**config.mk**
```make
export PLATFORM = sky130hd
export DESIGN_NAME = fsc_classify
export DESIGN_NICKNAME = d
export VERILOG_FILES = /design/src/rtl/fsc_pkg.sv /design/src/rtl/fsc_classify.sv
export SDC_FILE = /design/constraint.sdc
export NUM_CORES = 1
export LEC_CHECK = 0
export BUFFER_PORTS_ARGS = -buffer_cell sky130_fd_sc_hd__buf_2
export CORE_MARGIN = 10
export CORE_UTILIZATION = 44
export DETAILED_ROUTE_END_ITERATION = 8
export PLACE_DENSITY = 0.82
export SYNTH_ARGS = -nofsm -noshare
export SYNTH_HDL_FRONTEND = slang
export SYNTH_SLANG_ARGS = --single-unit
export TNS_END_PERCENT = 30
```
**constraint.sdc**
```tcl
create_clock -name vclk -period 4.1
set_clock_uncertainty 0.2 [all_clocks]
set_input_delay 0.205 -clock vclk [all_inputs]
set_output_delay 0.205 -clock vclk [all_outputs]
set_load 0.03 [all_outputs]
```
**src/rtl/fsc_pkg.sv**
```systemverilog
package fsc_pkg;

    typedef enum logic [1:0] {
        RES_CLEAN   = 2'd0,
        RES_SINGLE  = 2'd1,
        RES_UNCORR  = 2'd2,
        RES_FRAMING = 2'd3
    } res_kind_e;

    typedef enum logic {
        ST_COLLECT = 1'b0,
        ST_DRAIN   = 1'b1
    } fsm_state_e;

endpackage

```
**src/rtl/fsc_classify.sv**
```systemverilog
// Maps final syndrome and parity to an outcome and a repair location.
module fsc_classify
    import fsc_pkg::*;
#(
    parameter int NDATA = 100,
    parameter int WW    = 32,
    parameter int IW    = 7,
    parameter int BW    = $clog2(WW),
    parameter int SW    = IW + 1 + BW
) (
    input  logic [SW-1:0] syn,
    input  logic          par,
    output res_kind_e     kind,
    output logic [IW-1:0] loc_word,
    output logic [WW-1:0] loc_mask
);

    logic [IW-1:0] upper;
    logic          mid;
    logic [BW-1:0] low;

    always_comb begin
        upper    = syn[SW-1:BW+1];
        mid      = syn[BW];
        low      = syn[BW-1:0];
        kind     = RES_UNCORR;
        loc_word = '0;
        loc_mask = '0;
        if (!par) begin
            if (syn == '0) kind = RES_CLEAN;
        end else if (syn == '0) begin
            kind     = RES_SINGLE;
            loc_word = IW'(NDATA);
            loc_mask = WW'(1) << SW;
        end else if ($onehot(syn)) begin
            kind     = RES_SINGLE;
            loc_word = IW'(NDATA);
            loc_mask = WW'(syn);
        end else if (upper == '0 && mid && int'(low) > SW) begin
            kind     = RES_SINGLE;
            loc_word = IW'(NDATA);
            loc_mask = WW'(1) << low;
        end else if (upper != '0 && upper <= IW'(NDATA) && mid) begin
            kind     = RES_SINGLE;
            loc_word = upper - 1'b1;
            loc_mask = WW'(1) << low;
        end
    end

endmodule

```
# Word level (Yosys, flattened, before mapping)
# Cells that the tools add are included.
[classes]
n_addsub = 13
order_cmp = 2
n_eq_ne = 1
shifts = 1
mux = 16
reduce_logical = 7
[ops]
columns = ["op", "count"]
rows = [
  ["32-bit 2-to-1 mux", 5],
  ["7-bit 2-to-1 mux", 5],
  ["1-bit by 5-bit left shift with 32-bit output (first input constant)", 1],
  ["13-bit zero test", 1],
  ["1-bit by 1-bit adder with 2-bit output", 6],
  ["2-bit 2-to-1 mux", 6],
  ["2-bit by 2-bit adder with 3-bit output", 3],
  ["7-bit less-or-equal comparator (second input constant)", 1],
  ["7-bit zero test", 1],
  ["7-bit nonzero test", 1],
  ["7-bit by 1-bit subtractor with 7-bit output (second input constant)", 1],
  ["5-bit by 4-bit greater-than comparator with 1-bit output (second input constant)", 1],
  ["3-bit by 1-bit adder with 4-bit output", 1],
  ["3-bit by 3-bit adder with 4-bit output", 1],
  ["4-bit adder", 1],
  ["4-bit by 1-bit equality test with 1-bit output (second input constant)", 1],
  ["1-bit logical AND", 4],
]
[totals]
regBits = 0
word_cells = 40

# Logic depth before layout (Yosys ltp)
# Gate-level depths: netlist (run 1).
[logic_depth]
word_depth = 8
depth_mapped = 14

# Worst setup path before layout (run 1)
# No wires, ideal clock.
[synth_path]
path_type = "input to output"
start = "in syn[0]"
end = "out loc_mask[5]"
t_arrival_ps = 4610
t_required_ps = 3695
setup_slack_ps = -915
path_stages = 12
n_path_buf = 1
cell_sequence = "fa_1 -> fa_1 -> inv_1 -> fa_1 -> fa_1 -> fa_1 -> fa_1 -> or3b_1 -> o22ai_1 -> nand2_2 -> buf_2 -> o32ai_1"
[synth_via]
elab_chain_cells = 8
[synth_lines]
columns = ["element", "line_no", "text"]
rows = [
  ["start, declared", "fsc_classify.sv:11", "input logic [SW-1:0] syn,"],
  ["1-bit by 1-bit adder with 2-bit output (implied by the code)", "fsc_classify.sv:35", "end else if ($onehot(syn)) begin"],
  ["2-bit by 2-bit adder with 3-bit output (implied by the code)", "fsc_classify.sv:35", ""],
  ["3-bit by 3-bit adder with 4-bit output (implied by the code)", "fsc_classify.sv:35", ""],
  ["4-bit adder (implied by the code)", "fsc_classify.sv:35", ""],
  ["4-bit by 1-bit equality test with 1-bit output", "fsc_classify.sv:35", ""],
  ["32-bit 2-to-1 mux", "fsc_classify.sv:35", ""],
  ["32-bit 2-to-1 mux *", "fsc_classify.sv:31", "end else if (syn == '0) begin"],
  ["32-bit 2-to-1 mux *", "fsc_classify.sv:29", "if (!par) begin"],
  ["end, declared", "fsc_classify.sv:15", "output logic [WW-1:0] loc_mask"],
]
# Every way passes the cells marked *; elsewhere a longest branch is shown, timed or not.

# Worst setup path in the final report (run 1)
[layout_path]
start = "in syn[0]"
end = "out loc_mask[9]"
# The elaborated chain is that of the path after synthesis.

==> results of run 1 <==
[path summary, 6_finish.rpt]
check,to,slack [ns],startpoint,depth (start not counted)
worst max-delay path,loc_mask[9],-0.63,syn[0],15
worst min-delay path,loc_word[0],0.56,syn[6],3
[Yosys cell counts (2+ instances only)]
library cell	number	area share, %
nand3_1	2	0.94
or3b_1	2	1.6
nand4_1	13	7.6
o32ai_1	2	1.6
nor2b_1	4	2.3
buf_2	2	0.94
clkbuf_1	2	0.70
and2_1	2	1.2
nand2_2	2	1.2
ha_1	8	9.4
inv_1	23	8.1
o31ai_1	2	1.4
o21a_1	3	2.1
nor3b_1	2	1.4
a21oi_1	12	5.6
fa_1	8	15
nor2_1	27	9.5
nor3_1	3	1.4
nand2_1	23	8.1
xnor2_1	3	2.5
[per-layer routing]
| layer | part of all wire, % | up-vias | GRT usage [%] |
|---|---|---|---|
| li1 | - | 700 | - |
| met1 | 38 | 728 | 20.3 |
| met2 | 48 | 115 | 31.5 |
| met3 | 9.4 | 31 | 5.42 |
| met4 | 4.2 | 0 | 6.65 |
| met5 | 0 | - | 0 |
[layout make-up]
type	count	area, sq um
repair buffers	72	593
multi-input cells	137	1250
well taps	28	35.0
inverters	23	86.3
fillers	123	293
[timing repair]
action / in CTS / in global routing
buffers inserted: 1 / 4
pin swaps: 4 / 4
setup endpoints to repair: 41 / 41
resized for setup: 55 / 19
[cell families (layout without fill, tap and decap cells)]
logic type | count (synthesis) | in the layout | synth area share (%)
AND/OR/NAND/NOR | 91 | 91 | 43.8
adder cells (fa/ha/maj) | 16 | 16 | 24.4
buffers and inverters | 28 | 95 | 10.4
XOR/XNOR | 3 | 3 | 2.46
AO/OA/AOI/OAI | 27 | 27 | 18.9
[worst max-delay path: stages]
cell     delay [ns]
buf_6          0.10
fa_1           0.52
fa_1           0.52
inv_1          0.05
fa_1           0.49
fa_1           0.43
fa_2           0.37
fa_2           0.35
or3b_4         0.39
o22ai_4        0.16
and2_4         0.25
buf_12         0.14
nand2_4        0.05
a21oi_4        0.15
buf_6          0.15
[report_power, final]
group / leakage, nW / switching [mW] / internal [mW]
registers: 0 / 0 / 0
clock network: 0 / 0 / 0
logic: 0.885 / 0.382 / 0.311
total: 0.885 / 0.382 / 0.311
==> flow_summary.yaml, run 1 <==
global_route:
  track_usage_pct: 18.2
  grt-ovfl-total: 0
  grt_pass1_vias: 1594
  grt_pass1_wl_um: 7780
  antenna_found_initial: 0
  grt_max_degree: 16
sta:
  hold_viol: 0
  fin_setup_tns_ns: -22.29
  setup_ws_ns: -0.626
  relSlewSlack_pct: 48.4
  post-route-period-util_pct: 115
  finalMaxSlewViolations: 0
  hold_slack_ns: 0.562
  finalCriticalPeriod_ns: 4.73
  rsz0062_at_grt: "yes"
  setup_violations: 41
  max_freq_mhz: 212
  tightest_slew_ns: 0.772
synthesis:
  yosys.cell_types.count: 40
  postSynthAreaPerCell_sq_um: 6.47
  yosys_warnings: 0
  syn_inst: 165
  yosysSeqAreaShare_pct: 0
  syn_area_sq_um: 1070
  syn_nets: 195
final_layout:
  seq_cell_count: 0
  final_cell_area_sq_um: 1960
  final_cell_mix: "buf_4 (32), nor2_1 (27), inv_1 (23)"
  seq_area_sq_um: 0
  diodes: 0
  fin_nets: 264
  area_delta_synth_final_pct: 83.8
  finalNonFillerCells: 260
  layout.cells.most_common: "buf_4"
  drive_above_1_share_pct: 49.1
  clock_buffers: 0
  fin_util_pct: 87.0
place:
  io_buffer_count: 55
  dp_slack_ns: -0.682
  dp_hpwl_um: 3500
  gp_congestion: 0.903
  place_inst: 255
  placement.cell_area_sq_um: 1680
route:
  dr.pass1.iters: 4
  drc: 0
  viasPerCell: 6.05
  ant_nets: 0
  vias: 1574
  drt-wirelength-per-cell_um: 19.2
  routed_wl_um: 5000
  drt_iter0_markers: 181
floorplan:
  num_rows: 17
  core_area_sq_um: 2250
  die_w_um: 69.3
  initial_core_util_pct: 47.3
  pin_count: 55
  die-height_um: 69.3
  dieArea_sq_um: 4800
setup_path:
  cp.required_ns: 3.69
  worstPathMaxFanout: 6
  startpoint_type: "input pin"
  end_kind: "output port"
  worstPathArrival_ns: 4.32
  worstSetupPathType: "input pin to output port"
status:
  status: "finished with violations"
  violations: "setup timing"
power:
  ir_worst_vdd_mv: 0.282
  leakage_nw: 0.885
  power_mw: 0.693
  p_per_area_nw_per_um2: 353
run:
  drv_cap: 0
worst_hold_path:
  hold_path.class: "input pin to output port"
clock_network:
  postCtsHoldBufs: 0
(Power assumes the default switching activity.)
==> run 2, diff against run 1 <==
CORE_UTILIZATION = 52   (was 44)
PLACE_DENSITY = 0.91   (was 0.82)
REMOVE_ABC_BUFFERS = 1   (was default)
clock period = 5.7 ns   (was 4.1 ns; I/O delays follow)
==> flow_summary.yaml, run 2 (synthesized netlist as in run 1, its figures left out) <==
sta:
  post-route-period-util_pct: 91.4
  fin_setup_tns_ns: 0
  relSlewSlack_pct: 57.7
  setup_violations: 0
  finalMaxSlewViolations: 0
  hold_viol: 0
  rsz0062_at_grt: "no"
  finalCriticalPeriod_ns: 5.21
  max_freq_mhz: 192
  hold_slack_ns: 0.706
  setup_ws_ns: 0.489
  tightest_slew_ns: 0.633
power:
  ir_worst_vdd_mv: 0.124
  intPower_mw: 0.0851
  pwr-share-clk_pct: 0
  leakage_nw: 0.696
  combPwrFrac_pct: 100.0
  netSwitchingFraction_pct: 67.5
  p_per_area_nw_per_um2: 194
  p_seq_share_pct: 0
  p_sw_mw: 0.177
route:
  drt-wirelength-per-cell_um: 14.3
  viasPerCell: 5.64
  drc: 0
  dr.pass1.iters: 4
  routed_wl_um: 3450
  ant_nets: 0
  drt_iter0_markers: 84
  vias: 1364
clock_network:
  postCtsHoldBufs: 0
  post-cts-setup-buffers: 0
  cts_resized: 0
setup_path:
  cp.required_ns: 5.22
  cp_cell_sequence: "buf_2, fa_1, fa_1, inv_1, fa_1, fa_1, fa_1, fa_1, or3b_1, o22ai_1, and2_1, nand2_1, a21oi_1, buf_2"
  critPathTopFamily: "adder cells"
  worst-path-buf-inv: 3
  worstPathMaxFanout: 13
  worstPathArrival_ns: 4.73
  crit_path_max_incr_delay_ns: 0.51
  startpoint_type: "input pin"
  critPathMostFrequentCell: "fa_1"
  crit_slowest_cell: "fa_1"
  worstSetupPathType: "input pin to output port"
  end_kind: "output port"
  crit_cells: 14
floorplan:
  num_rows: 16
  die_w_um: 65.3
  dieArea_sq_um: 4260
  initial_core_util_pct: 54.4
  core_area_sq_um: 1960
  pin_count: 55
  die-height_um: 65.3
place:
  dp_slack_ns: 0.511
  gp_congestion: 0.872
  dp_hpwl_um: 2910
  io_buffer_count: 55
final_layout:
  diodes: 0
  area_delta_synth_final_pct: 26.6
  seq_cell_count: 0
  fillerInstances: 201
  final_cell_mix: "buf_2 (55), nor2_1 (27), inv_1 (23), nand2_1 (23), nand4_1 (13)"
  clock_buffers: 0
  fin_util_pct: 68.9
  layout.cells.most_common: "buf_2"
  fin_nets: 247
  seq_area_sq_um: 0
  drive_above_1_share_pct: 30.2
global_route:
  grt_pass1_wl_um: 5960
  antenna_found_initial: 0
  grt-ovfl-total: 0
  grt_pass1_vias: 1367
  grt_max_degree: 19
  track_usage_pct: 15.9
status:
  status: "completed"
worst_hold_path:
  whs_path_depth: 3
  hold_path.class: "input pin to output port"
run:
  drv_cap: 0
==> run 2: power by group through the flow <==
stage | registers, mW | clock network, mW | logic, mW
floorplan | 0 | 0 | 0.193
global placement | 0 | 0 | 0.256
detailed placement | 0 | 0 | 0.261
CTS | 0 | 0 | 0.262
global route | 0 | 0 | 0.294
finish | 0 | 0 | 0.262
==> run 2: final timing paths <==
kind                     endpoint  startpoint  slack, ns
worst max-delay path  loc_mask[0]      syn[0]       0.49
worst min-delay path  loc_word[0]      syn[6]       0.71
==> run 2: through the flow <==
step | instances | area [sq um] | power, mW
after floorplan | 160 | 1040 | 0.193
after global placement | 242 | 1350 | 0.256
after detailed placement | 242 | 1350 | 0.261
after CTS | 242 | 1350 | 0.262
after global routing | 242 | 1350 | 0.294
final | 242 | 1350 | 0.262
==> run 2: final cells by class <==
cell class	instances	area [sq um]	area share, %
Inverter	23	86.3	6.39
Multi-Input combinational cell	137	956	70.7
Timing Repair Buffer	55	275	20.4
Tap cell	27	33.8	2.50
==> run 2: tightest hold or removal path, stage by stage <==
cell and delay, ns:
buf_2 0.12, nor2_1 0.05, buf_2 0.17
==> run 2: per-layer routing <==
metal  GRT usage (%)  routed length [um]  share of wire [%]
met2            26.3                1500                 43
met1            20.5                1490                 43
met4            1.07                  25               0.72
met3            4.92                 436                 13
met5               0                   0                  0
==> run 3, diff against run 2 <==
CAP_MARGIN = 5   (was default)
RECOVER_POWER = 25   (was default)
==> flow_summary.yaml, run 3 (synthesized netlist as in run 1, its figures left out) <==
status:
  status: "completed"
sta:
  rsz0062_at_grt: "no"
  relSlewSlack_pct: 58.2
  fin_setup_tns_ns: 0
  max_freq_mhz: 189
  finalCriticalPeriod_ns: 5.28
  tightest_slew_ns: 0.626
  setup_violations: 0
  hold_slack_ns: 0.707
  setup_ws_ns: 0.422
  post-route-period-util_pct: 92.6
  finalMaxSlewViolations: 0
  hold_viol: 0
setup_path:
  critPathMostFrequentCell: "fa_1"
  worst-path-buf-inv: 3
  crit_cells: 13
  cp_cell_sequence: "buf_2, fa_1, fa_1, inv_1, fa_1, fa_1, fa_1, fa_1, or3b_1, o22ai_1, nand2_1, o32ai_1, buf_2"
  startpoint: "syn[0]"
  crit_path_max_incr_delay_ns: 0.51
  worstPathArrival_ns: 4.79
  worstPathMaxFanout: 18
  crit_slowest_cell: "fa_1"
  startpoint_type: "input pin"
  cp.required_ns: 5.22
  critPathTopFamily: "adder cells"
  worstSetupPathType: "input pin to output port"
  end_kind: "output port"
final_layout:
  layout.cells.most_common: "buf_2"
  fin_nets: 247
  seq_area_sq_um: 0
  area_delta_synth_final_pct: 25.4
  seq_cell_count: 0
  final_cell_mix: "buf_2 (47), nor2_1 (27), nand2_1 (24)"
  fillerInstances: 199
  multi_input_area_sq_um: 953
  drive_above_1_share_pct: 26.0
  diodes: 0
  clock_buffers: 0
place:
  dp_hpwl_um: 2910
  gp_congestion: 0.872
  io_buffer_count: 55
  dp_slack_ns: 0.511
route:
  drc: 0
  dr.pass1.iters: 4
  ant_nets: 0
  viasPerCell: 5.69
  drt-wirelength-per-cell_um: 14.3
  vias: 1377
  drt_iter0_markers: 62
  routed_wl_um: 3470
floorplan:
  dieArea_sq_um: 4260
  pin_count: 55
  initial_core_util_pct: 54.4
  core_area_sq_um: 1960
  die-height_um: 65.3
  die_w_um: 65.3
  num_rows: 16
global_route:
  grt_max_degree: 19
  grt-ovfl-total: 0
  grt_pass1_vias: 1367
  track_usage_pct: 15.9
  antenna_found_initial: 0
  grt_pass1_wl_um: 5960
power:
  ir_worst_vdd_mv: 0.130
  p_per_area_nw_per_um2: 191
  leakage_nw: 0.665
clock_network:
  postCtsHoldBufs: 0
  cts_resized: 0
  post-cts-setup-buffers: 0
worst_hold_path:
  hold_path.class: "input pin to output port"
  min_to: "loc_word[0]"
  whs_path_depth: 3
  min-delay-start: "syn[6]"
run:
  drv_cap: 0
==> run 3: through the flow <==
step                      cell area [sq um]  util, %  power [mW]  std cells
final                                  1340     68.2       0.256        242
after global placement                 1350     68.9       0.256        242
after floorplan                        1040        -       0.193        160
after global routing                   1340     68.2       0.287        242
after detailed placement               1350     68.9       0.261        242
after CTS                              1350     68.9       0.262        242
==> run 3: worst max path at each step <==
| stage | endpoint | slack, ns |
|---|---|---|
| 2_1_floorplan | loc_mask[5] | 0.61 |
| 3_3_place_gp | loc_mask[0] | 0.60 |
| 3_5_place_dp | loc_mask[0] | 0.51 |
| 4_1_cts | loc_mask[0] | 0.51 |
| 5_1_grt | loc_mask[5] | 0.13 |
| 6_report | loc_mask[5] | 0.42 |
==> run 3: final cells by class <==
class | instances | share of cell area, %
multi-input combinational | 137 | 71.2
timing repair buffer | 55 | 19.8
inverter | 23 | 6.45
tap | 27 | 2.52
==> run 3: routing by layer <==
layer  global-route usage [%]  vias up  share of wire (%)
met1                     20.5      630                 43
met5                        0        -                  0
met4                     1.07        0               0.49
met3                     4.92        2                 12
met2                     26.3       83                 44
li1                         -      662                  -
==> run 3: where the power goes <==
part | total, mW | internal, mW | switching, mW | leakage, nW
sequential | 0 | 0 | 0 | 0
combinational | 0.256 | 0.0811 | 0.175 | 0.665
clock | 0 | 0 | 0 | 0
